===== config.mk =====
export PLATFORM = sky130hd
export DESIGN_NAME = sync_serial_port
export DESIGN_NICKNAME = d
export VERILOG_FILES = /design/src/rtl/ssp_pkg.sv /design/src/rtl/ssp_sync.sv /design/src/rtl/ssp_clkgen.sv /design/src/rtl/ssp_shift.sv /design/src/rtl/sync_serial_port.sv
export SDC_FILE = /design/constraint.sdc
export NUM_CORES = 1
export LEC_CHECK = 0
export ABC_AREA = 1
export BUFFER_PORTS_ARGS = -buffer_cell sky130_fd_sc_hd__buf_2
export CAP_MARGIN = 20
export CORE_UTILIZATION = 40
export CTS_CLUSTER_DIAMETER = 150
export DETAILED_ROUTE_END_ITERATION = 12
export SLEW_MARGIN = 10
export SYNTH_ARGS = -nofsm -noshare
export SYNTH_HDL_FRONTEND = slang
export SYNTH_SLANG_ARGS = --single-unit

===== constraint.sdc =====
create_clock -name clk -period 4 [get_ports clk]
set_clock_uncertainty 0.1 [all_clocks]
set_input_delay 0.2 -clock clk [delete_from_list [all_inputs] [get_ports clk]]
set_output_delay 0.2 -clock clk [all_outputs]
set_load 0.01 [all_outputs]

===== src/rtl/ssp_pkg.sv =====
package ssp_pkg;
  localparam int CFG_W = 16;

  localparam logic [1:0] ADDR_FMT   = 2'd0;
  localparam logic [1:0] ADDR_CTRL  = 2'd1;
  localparam logic [1:0] ADDR_PRESC = 2'd2;

  localparam int F_POL  = 6;
  localparam int F_PHA  = 7;
  localparam int F_RATE = 8;
  localparam int F_EN   = 1;
  localparam int F_SLV  = 2;
  localparam int F_ODIS = 3;

  typedef enum logic [1:0] {
    ST_IDLE = 2'd0,
    ST_XFER = 2'd1,
    ST_GAP  = 2'd2
  } mst_state_e;
endpackage


===== src/rtl/ssp_sync.sv =====
module ssp_sync #(
  parameter int W = 3,
  parameter logic [W-1:0] RST_VAL = '0
) (
  input  logic         clk,
  input  logic         rst_n,
  input  logic [W-1:0] d_in,
  output logic [W-1:0] d_out
);
  logic [W-1:0] s1_q, s2_q;

  always_ff @(posedge clk or negedge rst_n) begin
    if (!rst_n) begin
      s1_q <= RST_VAL;
      s2_q <= RST_VAL;
    end else begin
      s1_q <= d_in;
      s2_q <= s1_q;
    end
  end

  assign d_out = s2_q;
endmodule


===== src/rtl/ssp_clkgen.sv =====
module ssp_clkgen #(
  parameter int PH_W   = 7,
  parameter int RATE_W = 8
) (
  input  logic              clk,
  input  logic              rst_n,
  input  logic              run,
  input  logic [PH_W-1:0]   pre_half,
  input  logic [RATE_W-1:0] rate,
  output logic              edge_ev
);
  localparam logic [PH_W-1:0]   PH_ONE = PH_W'(1);
  localparam logic [RATE_W-1:0] RT_ONE = RATE_W'(1);

  logic [PH_W-1:0]   pre_cnt_q, pre_cnt_d;
  logic [RATE_W-1:0] rate_cnt_q, rate_cnt_d;
  logic              pre_wrap, rate_wrap;

  always_comb begin
    pre_wrap   = (pre_cnt_q == pre_half - PH_ONE);
    rate_wrap  = (rate_cnt_q == rate);
    edge_ev    = run & pre_wrap & rate_wrap;
    pre_cnt_d  = pre_cnt_q;
    rate_cnt_d = rate_cnt_q;
    if (!run) begin
      pre_cnt_d  = '0;
      rate_cnt_d = '0;
    end else if (pre_wrap) begin
      pre_cnt_d  = '0;
      rate_cnt_d = rate_wrap ? '0 : rate_cnt_q + RT_ONE;
    end else begin
      pre_cnt_d  = pre_cnt_q + PH_ONE;
    end
  end

  always_ff @(posedge clk or negedge rst_n) begin
    if (!rst_n) begin
      pre_cnt_q  <= '0;
      rate_cnt_q <= '0;
    end else begin
      pre_cnt_q  <= pre_cnt_d;
      rate_cnt_q <= rate_cnt_d;
    end
  end
endmodule


===== src/rtl/ssp_shift.sv =====
module ssp_shift #(
  parameter int MAXW  = 16,
  parameter int CNT_W = 4
) (
  input  logic             clk,
  input  logic             rst_n,
  input  logic             load,
  input  logic [MAXW-1:0]  load_word,
  input  logic [CNT_W-1:0] size_m1,
  input  logic             pha,
  input  logic             ev_lead,
  input  logic             ev_trail,
  input  logic             rx_bit,
  output logic             tx_bit,
  output logic             done,
  output logic [MAXW-1:0]  rx_word
);
  localparam logic [CNT_W-1:0] TOP_IDX = CNT_W'(MAXW - 1);
  localparam logic [CNT_W-1:0] C_ONE   = CNT_W'(1);

  logic [MAXW-1:0]  tx_sh_q, tx_sh_d, rx_sh_q, rx_sh_d, rx_word_q, rx_word_d;
  logic [MAXW-1:0]  aligned, mask, rx_next;
  logic [CNT_W-1:0] cnt_q, cnt_d;
  logic             txb_q, txb_d, done_q, done_d, smp, drv;

  always_comb begin
    aligned   = load_word << (TOP_IDX - size_m1);
    mask      = {MAXW{1'b1}} >> (TOP_IDX - size_m1);
    smp       = pha ? ev_trail : ev_lead;
    drv       = pha ? (ev_lead && (cnt_q != '0)) : ev_trail;
    rx_next   = {rx_sh_q[MAXW-2:0], rx_bit};
    tx_sh_d   = tx_sh_q;
    rx_sh_d   = rx_sh_q;
    rx_word_d = rx_word_q;
    cnt_d     = cnt_q;
    txb_d     = txb_q;
    done_d    = 1'b0;
    if (load) begin
      txb_d   = aligned[MAXW-1];
      tx_sh_d = aligned << 1;
      cnt_d   = '0;
    end else begin
      if (drv) begin
        txb_d   = tx_sh_q[MAXW-1];
        tx_sh_d = tx_sh_q << 1;
      end
      if (smp) begin
        rx_sh_d = rx_next;
        cnt_d   = cnt_q + C_ONE;
        if (cnt_q == size_m1) begin
          done_d    = 1'b1;
          rx_word_d = rx_next & mask;
        end
      end
    end
  end

  always_ff @(posedge clk or negedge rst_n) begin
    if (!rst_n) begin
      tx_sh_q   <= '0;
      rx_sh_q   <= '0;
      rx_word_q <= '0;
      cnt_q     <= '0;
      txb_q     <= 1'b0;
      done_q    <= 1'b0;
    end else begin
      tx_sh_q   <= tx_sh_d;
      rx_sh_q   <= rx_sh_d;
      rx_word_q <= rx_word_d;
      cnt_q     <= cnt_d;
      txb_q     <= txb_d;
      done_q    <= done_d;
    end
  end

  assign tx_bit  = txb_q;
  assign done    = done_q;
  assign rx_word = rx_word_q;
endmodule


===== src/rtl/sync_serial_port.sv =====
module sync_serial_port
  import ssp_pkg::*;
#(
  parameter int MAXW   = 16,
  parameter int PRE_W  = 8,
  parameter int RATE_W = 8
) (
  input  logic             clk,
  input  logic             rst_n,
  input  logic             cfg_we,
  input  logic [1:0]       cfg_addr,
  input  logic [CFG_W-1:0] cfg_wdata,
  input  logic             tx_valid,
  input  logic [MAXW-1:0]  tx_data,
  output logic             busy,
  output logic             rx_valid,
  output logic [MAXW-1:0]  rx_data,
  output logic             ser_clk_out,
  output logic             frame_n_out,
  output logic             ser_tx_out,
  output logic             ser_tx_oe,
  input  logic             ser_clk_in,
  input  logic             frame_n_in,
  input  logic             ser_rx_in
);
  localparam int CNT_W  = $clog2(MAXW);
  localparam int ECNT_W = CNT_W + 1;
  localparam int PH_W   = PRE_W - 1;
  localparam logic [CNT_W-1:0]  MIN_M1 = CNT_W'(3);
  localparam logic [ECNT_W-1:0] E_ONE  = ECNT_W'(1);

  // reset: asserted asynchronously, released on a clock edge
  logic [1:0] rst_pipe_q;
  logic       arst_n_sync;
  always_ff @(posedge clk or negedge rst_n) begin
    if (!rst_n) rst_pipe_q <= 2'b00;
    else        rst_pipe_q <= {rst_pipe_q[0], 1'b1};
  end
  assign arst_n_sync = rst_pipe_q[1];

  // configuration state
  logic [CNT_W-1:0]  size_q, size_d, size_eff;
  logic [RATE_W-1:0] rate_q, rate_d;
  logic [PH_W-1:0]   pre_half_q, pre_half_d, pre_half_eff;
  logic pol_q, pol_d, pha_q, pha_d, en_q, en_d, slave_q, slave_d, odis_q, odis_d;
  logic unused_cfg;
  assign unused_cfg = ^cfg_wdata;

  always_comb begin
    size_d = size_q;  rate_d = rate_q;  pre_half_d = pre_half_q;
    pol_d  = pol_q;   pha_d  = pha_q;   en_d   = en_q;
    slave_d = slave_q; odis_d = odis_q;
    if (cfg_we) begin
      case (cfg_addr)
        ADDR_FMT: if (!en_q) begin
          size_d = cfg_wdata[CNT_W-1:0];
          pol_d  = cfg_wdata[F_POL];
          pha_d  = cfg_wdata[F_PHA];
          rate_d = cfg_wdata[F_RATE +: RATE_W];
        end
        ADDR_CTRL: begin
          en_d = cfg_wdata[F_EN];
          if (!en_q) begin
            slave_d = cfg_wdata[F_SLV];
            odis_d  = cfg_wdata[F_ODIS];
          end
        end
        ADDR_PRESC: if (!en_q) pre_half_d = cfg_wdata[PRE_W-1:1];
        default: ;
      endcase
    end
  end

  assign size_eff     = (size_q < MIN_M1) ? MIN_M1 : size_q;
  assign pre_half_eff = (pre_half_q == '0) ? PH_W'(1) : pre_half_q;

  // slave-side input synchronisation and edge classification
  logic [2:0] sync_out;
  logic sclk_s, fss_n_s, rx_s, sclk_prev_q, fss_prev_q;
  logic s_active, s_load, s_edge, s_lead, s_trail;
  ssp_sync #(.W(3), .RST_VAL(3'b010)) u_sync (
    .clk(clk), .rst_n(arst_n_sync),
    .d_in({ser_clk_in, frame_n_in, ser_rx_in}), .d_out(sync_out)
  );
  assign sclk_s   = sync_out[2];
  assign fss_n_s  = sync_out[1];
  assign rx_s     = sync_out[0];
  assign s_active = en_q & slave_q & ~fss_n_s;
  assign s_load   = s_active & fss_prev_q;
  assign s_edge   = s_active & (sclk_s != sclk_prev_q);
  assign s_lead   = s_edge & (sclk_prev_q == pol_q);
  assign s_trail  = s_edge & (sclk_prev_q != pol_q);

  // master sequencer
  mst_state_e st_q, st_d;
  logic [ECNT_W-1:0] ecnt_q, ecnt_d, last_edge;
  logic sclk_q, sclk_d, edge_ev, m_start, m_lead, m_trail;
  assign last_edge = {size_eff, 1'b1};
  assign m_start   = (st_q == ST_IDLE) & en_q & ~slave_q & tx_valid;
  assign m_lead    = (st_q == ST_XFER) & edge_ev & ~ecnt_q[0];
  assign m_trail   = (st_q == ST_XFER) & edge_ev & ecnt_q[0];

  ssp_clkgen #(.PH_W(PH_W), .RATE_W(RATE_W)) u_clkgen (
    .clk(clk), .rst_n(arst_n_sync), .run(st_q != ST_IDLE),
    .pre_half(pre_half_eff), .rate(rate_q), .edge_ev(edge_ev)
  );

  always_comb begin
    st_d = st_q; ecnt_d = ecnt_q; sclk_d = sclk_q;
    case (st_q)
      ST_IDLE: begin
        sclk_d = pol_q;
        ecnt_d = '0;
        if (m_start) st_d = ST_XFER;
      end
      ST_XFER: if (edge_ev) begin
        sclk_d = ~sclk_q;
        if (ecnt_q == last_edge) begin
          st_d = ST_GAP; ecnt_d = '0;
        end else ecnt_d = ecnt_q + E_ONE;
      end
      ST_GAP: begin
        sclk_d = pol_q;
        if (edge_ev) begin
          if (ecnt_q[0]) begin st_d = ST_IDLE; ecnt_d = '0; end
          else ecnt_d = ecnt_q + E_ONE;
        end
      end
      default: st_d = ST_IDLE;
    endcase
    if (!en_q || slave_q) begin
      st_d = ST_IDLE; ecnt_d = '0; sclk_d = pol_q;
    end
  end

  // shared shift engine
  logic [MAXW-1:0] tx_hold_q, tx_hold_d;
  logic sh_done, sh_txb, slv_busy_q, slv_busy_d;
  ssp_shift #(.MAXW(MAXW), .CNT_W(CNT_W)) u_shift (
    .clk(clk), .rst_n(arst_n_sync),
    .load(m_start | s_load),
    .load_word(slave_q ? tx_hold_q : tx_data),
    .size_m1(size_eff), .pha(pha_q),
    .ev_lead(slave_q ? s_lead : m_lead),
    .ev_trail(slave_q ? s_trail : m_trail),
    .rx_bit(slave_q ? rx_s : ser_rx_in),
    .tx_bit(sh_txb), .done(sh_done), .rx_word(rx_data)
  );

  always_comb begin
    tx_hold_d = (tx_valid & en_q & slave_q & ~busy) ? tx_data : tx_hold_q;
    if (!s_active)    slv_busy_d = 1'b0;
    else if (s_load)  slv_busy_d = 1'b1;
    else if (sh_done) slv_busy_d = 1'b0;
    else              slv_busy_d = slv_busy_q;
  end

  always_ff @(posedge clk or negedge arst_n_sync) begin
    if (!arst_n_sync) begin
      size_q <= MIN_M1 + CNT_W'(4); rate_q <= '0; pre_half_q <= PH_W'(1);
      pol_q <= 1'b0; pha_q <= 1'b0; en_q <= 1'b0; slave_q <= 1'b0; odis_q <= 1'b0;
      st_q <= ST_IDLE; ecnt_q <= '0; sclk_q <= 1'b0;
      sclk_prev_q <= 1'b0; fss_prev_q <= 1'b1; slv_busy_q <= 1'b0; tx_hold_q <= '0;
    end else begin
      size_q <= size_d; rate_q <= rate_d; pre_half_q <= pre_half_d;
      pol_q <= pol_d; pha_q <= pha_d; en_q <= en_d; slave_q <= slave_d; odis_q <= odis_d;
      st_q <= st_d; ecnt_q <= ecnt_d; sclk_q <= sclk_d;
      sclk_prev_q <= sclk_s; fss_prev_q <= fss_n_s; slv_busy_q <= slv_busy_d;
      tx_hold_q <= tx_hold_d;
    end
  end

  assign busy        = slave_q ? slv_busy_q : (st_q != ST_IDLE);
  assign rx_valid    = sh_done;
  assign ser_clk_out = sclk_q;
  assign frame_n_out = (st_q != ST_XFER);
  assign ser_tx_out  = sh_txb;
  assign ser_tx_oe   = en_q & (~slave_q | (~odis_q & ~fss_n_s));
endmodule


==> impl_metrics.csv, run 1 <==
group,metric,value,unit
run_status,run_status,"finished, violations left",
run_status,violations,"hold timing",
floorplan,fp.dieW,134,um
sta,finalCriticalPeriod,3.31,ns
worst_setup_path,cp_max_fo,21,
sta,report.final.setup_viol,0,
floorplan,floorplan.die_area,17900,um2
synth,synth-warning-count,0,
sta,highest_clock_frequency_the_design_can_meet,0.302,GHz
worst_setup_path,path_common_cell,"nand3_2",
synth,syn-num-nets,935,
worst_setup_path,cpMaxStageDelayCell,"dfrtp_1",
worst_setup_path,biggest_cell_delay_along_the_critical_path,0.44,ns
synth,synth_largest_type_area_fraction,42.9,%
grt,grtUsageTotal,20.2,%
floorplan,fp-row-count,47,
placement,dp_cells,1131,
clocking,cts_made_buffers,17,
cells_and_area,layout-drive-gt1-share,14.7,%
sta,hold_slack,-0.00376,ns
worst_setup_path,timing.critical_path.cells,"nor2_2, nand3_2, nand2_2, inv_2, ha_1, xor2_1, nand3_1, nor2_1, nand3_2, nor2_4, nand3_2, nand3_2, nand3_2, nor2_1",
synth,synth.ff_latch_count,126,
placement,place.port_buffers,62,
synth,yosysMostFrequentCell,"nand2_1",
worst_setup_path,worst_r2r_startpoint,"pre_half_q[4]",
synth,synth.largest_area_cell,"dfrtp_1",
worst_setup_path,r2r_end,"u_shift.done",
min_path,worst_hold_startpoint,"cfg_wdata[7]",
grt,largest_net_degree_at_the_start_of_global_routing,67,
pwr,p_leak,4.18,nW
worst_setup_path,setup.worst_path.start_class,"flop",
synth,synth_cells,881,
synth,synth_seq_area_share,45.5,%
clocking,insertion_delay,0.42,ns
cells_and_area,final_core_utilization,49.2,%
cells_and_area,finalInstanceArea,8250,um2
worst_setup_path,worst-endpoint-arrival,3.53,ns
clocking,cts-htree-levels,4,
synth,synth_area_leaders,"dfrtp_1 (43%), nand2_1 (15%), o21ai_0 (6.3%)",
cells_and_area,multiInputGateArea,3260,um2
floorplan,floorplan.initialDensity,41.4,%
min_path,holdPathStages,3,
placement,detailedPlace.worstSlack,0.751,ns
floorplan,die_h,134,um
cells_and_area,final.fill_count,1637,
cells_and_area,layout-area-overhead-vs-synth,18.8,%
worst_setup_path,reg2reg_setup_slack,0.69,ns
clocking,cts_repair_resize_count,0,
synth,ys_types,40,
synth,synth.avg_cell_area,7.88,um2
cells_and_area,sequential_cell_area,3170,um2
worst_setup_path,critPathKind,"flop to flop",
grt,grt_pass1_wl,28500,um
synth,synthTopCellsByCount,"nand2_1 (275), dfrtp_1 (119), o21ai_0 (87)",
synth,netlist_area,6950,um2
drt,num_vias,6020,
drt,routed_via_density,5.03,
pwr,max-vdd-ir-drop,0.347,mV
drt,wirelength,17100,um
synth,async_s_r_ff_share_synth,100,%
grt,grt_pass1_vias,5518,
sta,hold_viol,2,
cells_and_area,nNetsFinal,1018,
clocking,cts_tree,"built",
sta,report.final.slew_viol_count,0,
sta,worstMarginPinSlew,0.897,ns
worst_setup_path,timing.critical_path.buf_inv,1,
clocking,path_clk_slew,0.06,ns
grt,grt_overflow_total,0,
drt,drtPass1Iterations,5,
floorplan,ios,63,
sta,final_critical_path_setup_slack,0.690,ns
sta,grt_setup_unrepaired,"no",
pwr,power-per-cell-area,587,nW/um2
synth,postSynth.topFlopCell,"dfrtp_1",
sta,tns,0,ns
min_path,hold_path_end,"pha_q",
floorplan,placeableCoreArea,16800,um2
drt,avgRoutedWirePerCell,14.3,um
cells_and_area,antennaDiodeCount,0,
sta,timing.slew.headroom,40.0,%
worst_setup_path,worst_setup_path_end_kind,"flop",
worst_setup_path,critPathRequiredTime,4.22,ns
job,max_cap_violations,0,
synth,number_of_synthesized_flops_with_an_enable_pin,0,
placement,post_dp_cell_area,7380,um2
placement,post-dp-hpwl,12000,um
clocking,numClockSinks,126,
clocking,clockRootBuffer,"clkbuf_16",
drt,post-route-drc-count,0,
clocking,postCtsSetupBuffers,0,
drt,drtIter0Drc,442,
placement,final_weighted_congestion_of_routability_driven_global_placement,0.881,
clocking,post_cts_hold_buffer_count,34,
min_path,hold_path.class,"input pin to flop",
drt,drt.antenna.violating_nets,0,
worst_setup_path,ff2ff_path_depth,14,
worst_setup_path,crit_path_max_delay_family,"simple AND/OR/NAND/NOR gates",
grt,antenna_found_initial,0,
cells_and_area,instances_no_fill,1197,
sta,final_min_period_over_clock_period,82.8,%
clocking,cts.path.max_buffers,2,
==> cells by family after synthesis <==
group           Yosys count  synth area share, %
fa+ha+maj                13                 2.34
buf+inv                 121                 7.53
flops                   126                 45.5
other cells               1               0.0540
compound gates          135                 10.6
mux                      12                 1.89
simple gates            441                 28.0
xor+xnor                 32                 4.04
==> power by group <==
group          switching, W  total (W)  internal, W
registers          0.000259    0.00185      0.00160
clock network      0.000572    0.00139     0.000818
logic               0.00104    0.00160     0.000561
==> worst reg2reg max path, cell delays in order (launching register included) <==
cell     delay (ns)
dfrtp_1        0.44
nor2_2         0.20
nand3_2        0.11
nand2_2        0.10
inv_2          0.06
ha_1           0.30
xor2_1         0.15
nand3_1        0.11
nor2_1         0.15
nand3_2        0.11
nor2_4         0.19
nand3_2        0.11
nand3_2        0.35
nand3_2        0.42
nor2_1         0.29
==> registers in the layout, summed over array words and instances, names as in the netlist, 2 cells and up <==
name	count
tx_hold_q	16
ecnt_q	5
pre_half_q	7
u_clkgen.pre_cnt_q	7
u_sync.d_out	3
u_sync.s1_q	3
u_clkgen.rate_cnt_q	8
rate_q	8
u_shift.rx_sh_q	15
u_shift.rx_word	16
u_shift.tx_sh_q	15
st_q	2
u_shift.cnt_q	4
size_q	4
rst_pipe_q	2
==> through the flow <==
stage               power, W  hold slack [ns]
floorplan            0.00303           -0.196
global placement     0.00342           -0.113
detailed placement   0.00344           -0.112
CTS                  0.00487          0.00170
global route         0.00520           0.0158
finish               0.00485         -0.00376
==> worst max-delay path by stage <==
| stage | from | endpoint | slack (ns) | cells past startpoint |
|---|---|---|---|---|
| 5_1_grt | pre_half_q[4] | u_shift.done | 0.37 | 17 |
| 2_1_floorplan | rst_pipe_q[1] | ecnt_q[0] | 0.14 | 0 |
| 4_1_cts | pre_half_q[4] | u_shift.done | 0.72 | 14 |
| 3_3_place_gp | pre_half_q[4] | u_shift.done | 0.71 | 14 |
| 3_5_place_dp | pre_half_q[4] | u_shift.done | 0.75 | 14 |
| 6_report | pre_half_q[4] | u_shift.done | 0.69 | 14 |
==> cell usage in the layout, fill, tap and decap left out, types with 7 or more instances in the layout <==
cell type	Yosys	final
o21ai_0	87	87
buf_2	12	62
mux2_2	9	9
nor2_1	55	55
nand4_1	54	54
xor2_1	24	24
dfstp_2	7	7
nand2_1	275	275
xnor2_1	8	8
clkbuf_16	0	17
dfrtp_1	119	118
dlygate4sd3_1	0	34
nand3_1	27	27
o211ai_1	10	10
a21oi_1	17	17
inv_1	74	74
o21ai_1	9	9
nand3_2	8	8
ha_1	13	13
buf_4	6	10
==> routing by layer <==
metal,GRT usage (%),routed length [um]
met2,29.9,7540
met1,29.1,8570
met3,4.38,740
met4,7.13,260
met5,0,0
==> area by class of cell <==
class / count / share of cell area (%)
multi-input combinational: 634 / 39.5
sequential: 126 / 38.4
inverter: 79 / 3.59
clock inverter: 11 / 0.849
clock buffer: 21 / 5.58
timing repair buffer: 106 / 8.79
tap: 220 / 3.33
No activity file was read; power rests on OpenSTA's default activity.
==> run 2, diff against run 1 <==
Clock period 4 ns to 2.7 ns, I/O delays scaled along.
==> run 2 against run 1 <==
  * Die area did not move
  * Cell count rose by 2.8%
  * Non-clock buffer count rose by 33
  * Fmax rose by 26%
  * Critical path type unchanged
  * The run now ends clean
==> impl_metrics.csv, run 2 (synthesis gave the netlist of run 1 again) <==
group,metric,value,unit
floorplan,ios,63,
sta,grt_setup_unrepaired,"yes",
sta,finalCriticalPeriod,2.64,ns
sta,hold_slack,0.0421,ns
grt,grt_pass1_vias,5854,
placement,final_weighted_congestion_of_routability_driven_global_placement,0.870,
floorplan,fp.dieW,134,um
grt,antenna_found_initial,0,
clocking,numClockSinks,126,
sta,timing.slew.headroom,53.6,%
cells_and_area,final.fill_count,1606,
min_path,hold_path.class,"input pin to flop",
worst_setup_path,ff2ff_path_depth,15,
worst_setup_path,biggest_cell_delay_along_the_critical_path,0.41,ns
floorplan,placeableCoreArea,16800,um2
worst_setup_path,cp_max_fo,8,
cells_and_area,layout-area-overhead-vs-synth,26.9,%
job,max_cap_violations,0,
sta,worstMarginPinSlew,0.694,ns
clocking,path_clk_slew,0.06,ns
clocking,clockRootBuffer,"clkbuf_16",
cells_and_area,antennaDiodeCount,0,
drt,num_vias,6225,
drt,wirelength,18000,um
worst_setup_path,setup.worst_path.start_class,"flop",
drt,avgRoutedWirePerCell,14.6,um
grt,grt_overflow_total,0,
sta,final_min_period_over_clock_period,97.7,%
min_path,holdPathStages,4,
drt,routed_via_density,5.06,
worst_setup_path,worst-endpoint-arrival,2.85,ns
worst_setup_path,cpMaxStageDelayCell,"dfrtp_1",
worst_setup_path,critPathRequiredTime,2.91,ns
sta,highest_clock_frequency_the_design_can_meet,0.379,GHz
pwr,report.power.total,0.00785,W
sta,report.final.slew_viol_count,0,
pwr,power-per-cell-area,891,nW/um2
clocking,cts_tree,"built",
run_status,run_status,"finished clean",
placement,place.port_buffers,62,
pwr,p_leak,4.43,nW
clocking,cts-htree-levels,4,
cells_and_area,layout.cells.most_common,"nand2_1",
floorplan,fp-row-count,47,
cells_and_area,layout-drive-gt1-share,19.4,%
drt,drtPass1Iterations,5,
grt,grtUsageTotal,20.9,%
grt,largest_net_degree_at_the_start_of_global_routing,56,
floorplan,floorplan.die_area,17900,um2
sta,hold_viol,0,
clocking,insertion_delay,0.42,ns
worst_setup_path,timing.critical_path.cells,"nor2_4, nand3_2, nand2_2, inv_2, ha_4, xor2_1, nand3_1, nor2_2, nand3_2, nor2_4, nand3_2, nand3_4, nand3_4, nand2_2, nand2_2",
cells_and_area,sequential_cell_area,3170,um2
cells_and_area,layout_common_cells,"nand2_1 (263), dfrtp_1 (117), o21ai_0 (86)",
grt,grt_pass1_wl,29600,um
cells_and_area,nNetsFinal,1052,
floorplan,die_h,134,um
worst_setup_path,worst_setup_path_end_kind,"flop",
drt,drtIter0Drc,493,
cells_and_area,multiInputGateArea,3400,um2
sta,tns,0,ns
clocking,cts.path.max_buffers,2,
placement,post-dp-hpwl,12100,um
sta,report.final.setup_viol,0,
drt,post-route-drc-count,0,
worst_setup_path,critPathKind,"flop to flop",
floorplan,floorplan.initialDensity,41.4,%
clocking,cts_made_buffers,17,
pwr,max-vdd-ir-drop,0.507,mV
drt,drt.antenna.violating_nets,0,
## run 2: cell count changes in the layout (fill, tap and decap cells not counted), sizes merged
cell         delta
buf            +28
bufinv          +3
clkbuf          -2
clkinvlp        -2
dlygate4sd3     +5
inv             +1
nand3           +1
## run 2: worst max-delay path, delay by kind of cell (launching register included)
family	cells	cell delay [ns]
xor+xnor	1	0.13
fa+ha+maj	1	0.26
buf+inv	1	0.07
flops	1	0.41
simple gates	12	1.55
## run 2: power breakdown
part           total (W)  switching (W)  internal, W
sequential       0.00272       0.000360      0.00236
combinational    0.00277        0.00172      0.00105
clock            0.00236       0.000884      0.00148
total            0.00785        0.00296      0.00489
## run 2: final cells by class
class	instances	area share [%]
well taps	220	3.12
multi-input cells	635	38.5
repair buffers	139	12.2
clock buffers	19	5.02
inverters	79	3.39
flip-flops and latches	126	35.9
clock inverters	13	1.83
## run 2: timing repair
item | 4_1_cts | 5_1_grt
endpoints found under the setup margin | 0 | 71
hold endpoints to repair | 44 | 0
gates resized for setup | 0 | 44
hold buffers | 39 | 0
setup buffers | 0 | 11
## run 2: final timing paths
check,start,endpoint,slack (ns)
max in group asynchronous,rst_pipe_q[1],ecnt_q[2],1.49
hold / removal,cfg_addr[1],odis_q,0.04
setup reg to reg,pre_half_q[3],u_shift.rx_word[5],0.06
hold reg to reg,rst_pipe_q[0],rst_pipe_q[1],0.25
min in group asynchronous,rst_pipe_q[1],rate_q[6],0.27
setup / recovery,pre_half_q[3],u_shift.rx_word[5],0.06
## run 2: stage by stage
stage	worst slack, ns	instance area, um2	cells	utilization (%)
CTS	0.0143	8560	1219	51.0
finish	0.0633	8820	1231	52.6
floorplan	0.205	6950	881	-
detailed placement	0.0339	7560	1148	45.1
global placement	0.0859	7560	1148	45.1
global route	-0.0774	8820	1231	52.6
## run 2: per-layer routing
metal	vias to the layer above	global-route usage (%)	part of all wire, %
met5	-	0	0
met4	0	6.06	1.3
met3	20	3.97	3.4
met2	119	32.7	47
met1	2955	29.3	49
li1	3131	-	-
==> run 3, diff against run 2 <==
Settings changed: CTS_BUF_LIST set to sky130_fd_sc_hd__clkbuf_8.
==> run 3 against run 2 <==
  * Clock-buffer cell count decreased by 1
  * Cell count increased by 0.32%
  * Sequential power about the same
  * First-iteration DRC count increased by 1.4%
  * Non-clock buffer count increased by 4
  * Highest routed layer unchanged
  * Combinational power increased by 1%
  * Sequential cell count unchanged
  * Global-route usage about the same
  * Critical path depth increased by 1
  * Clock power decreased by 26%
  * Largest cell class unchanged
  * Sequential share of layout area increased by 0.63 points
==> impl_metrics.csv, run 3 (synthesis gave the netlist of run 1 again) <==
group,metric,value,unit
clocking,path_clk_slew,0.08,ns
sta,hold_slack,0.0554,ns
worst_setup_path,timing.critical_path.cells,"nor2_4, nand3_2, nand2_2, inv_2, ha_4, xor2_1, nand3_1, nor2_2, nand3_2, nor2_4, nand3_2, nand3_4, buf_12, nand3_4, nand2_1, nand2_1",
worst_setup_path,cp_max_fo,8,
drt,routed_via_density,5.12,
grt,grtUsageTotal,20.9,%
sta,worstMarginPinSlew,0.692,ns
cells_and_area,layout.cells.most_common,"nand2_1",
pwr,p_leak,4.37,nW
sta,report.final.slew_viol_count,0,
cells_and_area,layout-drive-gt1-share,19.2,%
floorplan,placeableCoreArea,16800,um2
clocking,cts_tree,"built",
cells_and_area,layout_common_cells,"nand2_1 (267), dfrtp_1 (117), o21ai_0 (86)",
worst_setup_path,worst_setup_path_end_kind,"flop",
floorplan,fp.dieW,134,um
job,max_cap_violations,0,
drt,drtIter0Drc,500,
drt,drtPass1Iterations,5,
floorplan,die_h,134,um
grt,grt_pass1_wl,29500,um
pwr,max-vdd-ir-drop,0.493,mV
cells_and_area,nNetsFinal,1056,
worst_setup_path,critPathRequiredTime,2.94,ns
sta,hold_viol,0,
placement,post-dp-hpwl,12100,um
clocking,clockRootBuffer,"clkbuf_8",
worst_setup_path,cpMaxStageDelayCell,"dfrtp_1",
grt,largest_net_degree_at_the_start_of_global_routing,56,
sta,final_min_period_over_clock_period,96.9,%
worst_setup_path,setup.worst_path.start_class,"flop",
floorplan,fp-row-count,47,
worst_setup_path,timing.critical_path.buf_inv,2,
drt,post-route-drc-count,0,
cells_and_area,final_core_utilization,51.7,%
floorplan,floorplan.die_area,17900,um2
drt,drt.antenna.violating_nets,0,
clocking,cts_made_buffers,17,
placement,final_weighted_congestion_of_routability_driven_global_placement,0.870,
pwr,power-per-cell-area,838,nW/um2
cells_and_area,layout-area-overhead-vs-synth,24.8,%
sta,finalCriticalPeriod,2.62,ns
floorplan,floorplan.initialDensity,41.4,%
grt,antenna_found_initial,0,
sta,report.final.setup_viol,0,
clocking,cts-htree-levels,4,
drt,num_vias,6323,
run_status,run_status,"finished clean",
drt,avgRoutedWirePerCell,14.7,um
worst_setup_path,path_common_cell,"nand3_2",
grt,grt_pass1_vias,5850,
floorplan,ios,63,
worst_setup_path,critPathKind,"flop to flop",
min_path,hold_path.class,"input pin to flop",
cells_and_area,antennaDiodeCount,0,
worst_setup_path,crit_path_max_delay_family,"simple AND/OR/NAND/NOR gates",
sta,highest_clock_frequency_the_design_can_meet,0.382,GHz
sta,timing.slew.headroom,53.8,%
worst_setup_path,biggest_cell_delay_along_the_critical_path,0.42,ns
drt,wirelength,18200,um
grt,grt_overflow_total,0,
clocking,cts.path.max_buffers,2,
worst_setup_path,worst-endpoint-arrival,2.85,ns
clocking,insertion_delay,0.45,ns
placement,place.port_buffers,62,
clocking,numClockSinks,126,
run 3: per-layer routing:
metal	vias to the layer above	track usage, %	wire length [um]
li1	3135	-	-
met4	0	7.39	295
met5	-	0	0
met1	3010	29.2	8710
met3	23	4.38	760
met2	155	32.1	8400
run 3: tightest hold or removal path: stages:
cell,delay [ns]
buf_2,0.09
inv_1,0.06
nor3_1,0.07
nand2_1,0.12
o21ai_0,0.09
run 3: final cells by class:
cell class / instances / area (um2)
clock inverters: 14 / 165
multi-input cells: 635 / 3390
clock buffers: 18 / 248
fillers: 1633 / 8100
well taps: 220 / 275
inverters: 79 / 299
repair buffers: 143 / 1120
flip-flops and latches: 126 / 3170
run 3: per-stage QoR:
| stage | area [um2] | setup slack (ns) | setup TNS [ns] | total power [W] | cells |
|---|---|---|---|---|---|
| 6_report | 8660 | 0.0843 | 0 | 0.00726 | 1235 |
| 4_1_cts | 8370 | 0.00960 | 0 | 0.00705 | 1220 |
| 5_1_grt | 8660 | -0.0587 | -1.37 | 0.00780 | 1235 |
| 3_3_place_gp | 7560 | 0.0859 | 0 | 0.00521 | 1148 |
| 2_1_floorplan | 6950 | 0.205 | 0 | 0.00450 | 881 |
| 3_5_place_dp | 7560 | 0.0339 | 0 | 0.00524 | 1148 |
run 3: final timing paths:
kind	from	endpoint	slack [ns]	depth (start not counted)
setup / recovery	pre_half_q[3]	u_shift.rx_word[6]	0.08	16
hold / removal	cfg_we	odis_q	0.06	5
setup reg to reg	pre_half_q[3]	u_shift.rx_word[6]	0.08	16
hold reg to reg	rst_pipe_q[0]	rst_pipe_q[1]	0.26	0
max in group asynchronous	rst_pipe_q[1]	ecnt_q[2]	1.48	1
min in group asynchronous	rst_pipe_q[1]	rate_q[6]	0.28	0
run 3: report_power, final:
part	leakage (nW)	switching (W)	internal [W]
sequential	1.63	0.000357	0.00236
combinational	2.53	0.00173	0.00107
clock	0.214	0.000801	0.000936
total	4.37	0.00289	0.00437
run 3: timing repair:
action / CTS / global route
resized for setup: 0 / 38
endpoints found under the hold margin: 45 / 0
endpoints found under the setup margin: 0 / 70
hold buffers: 40 / 0
setup buffers: 0 / 14
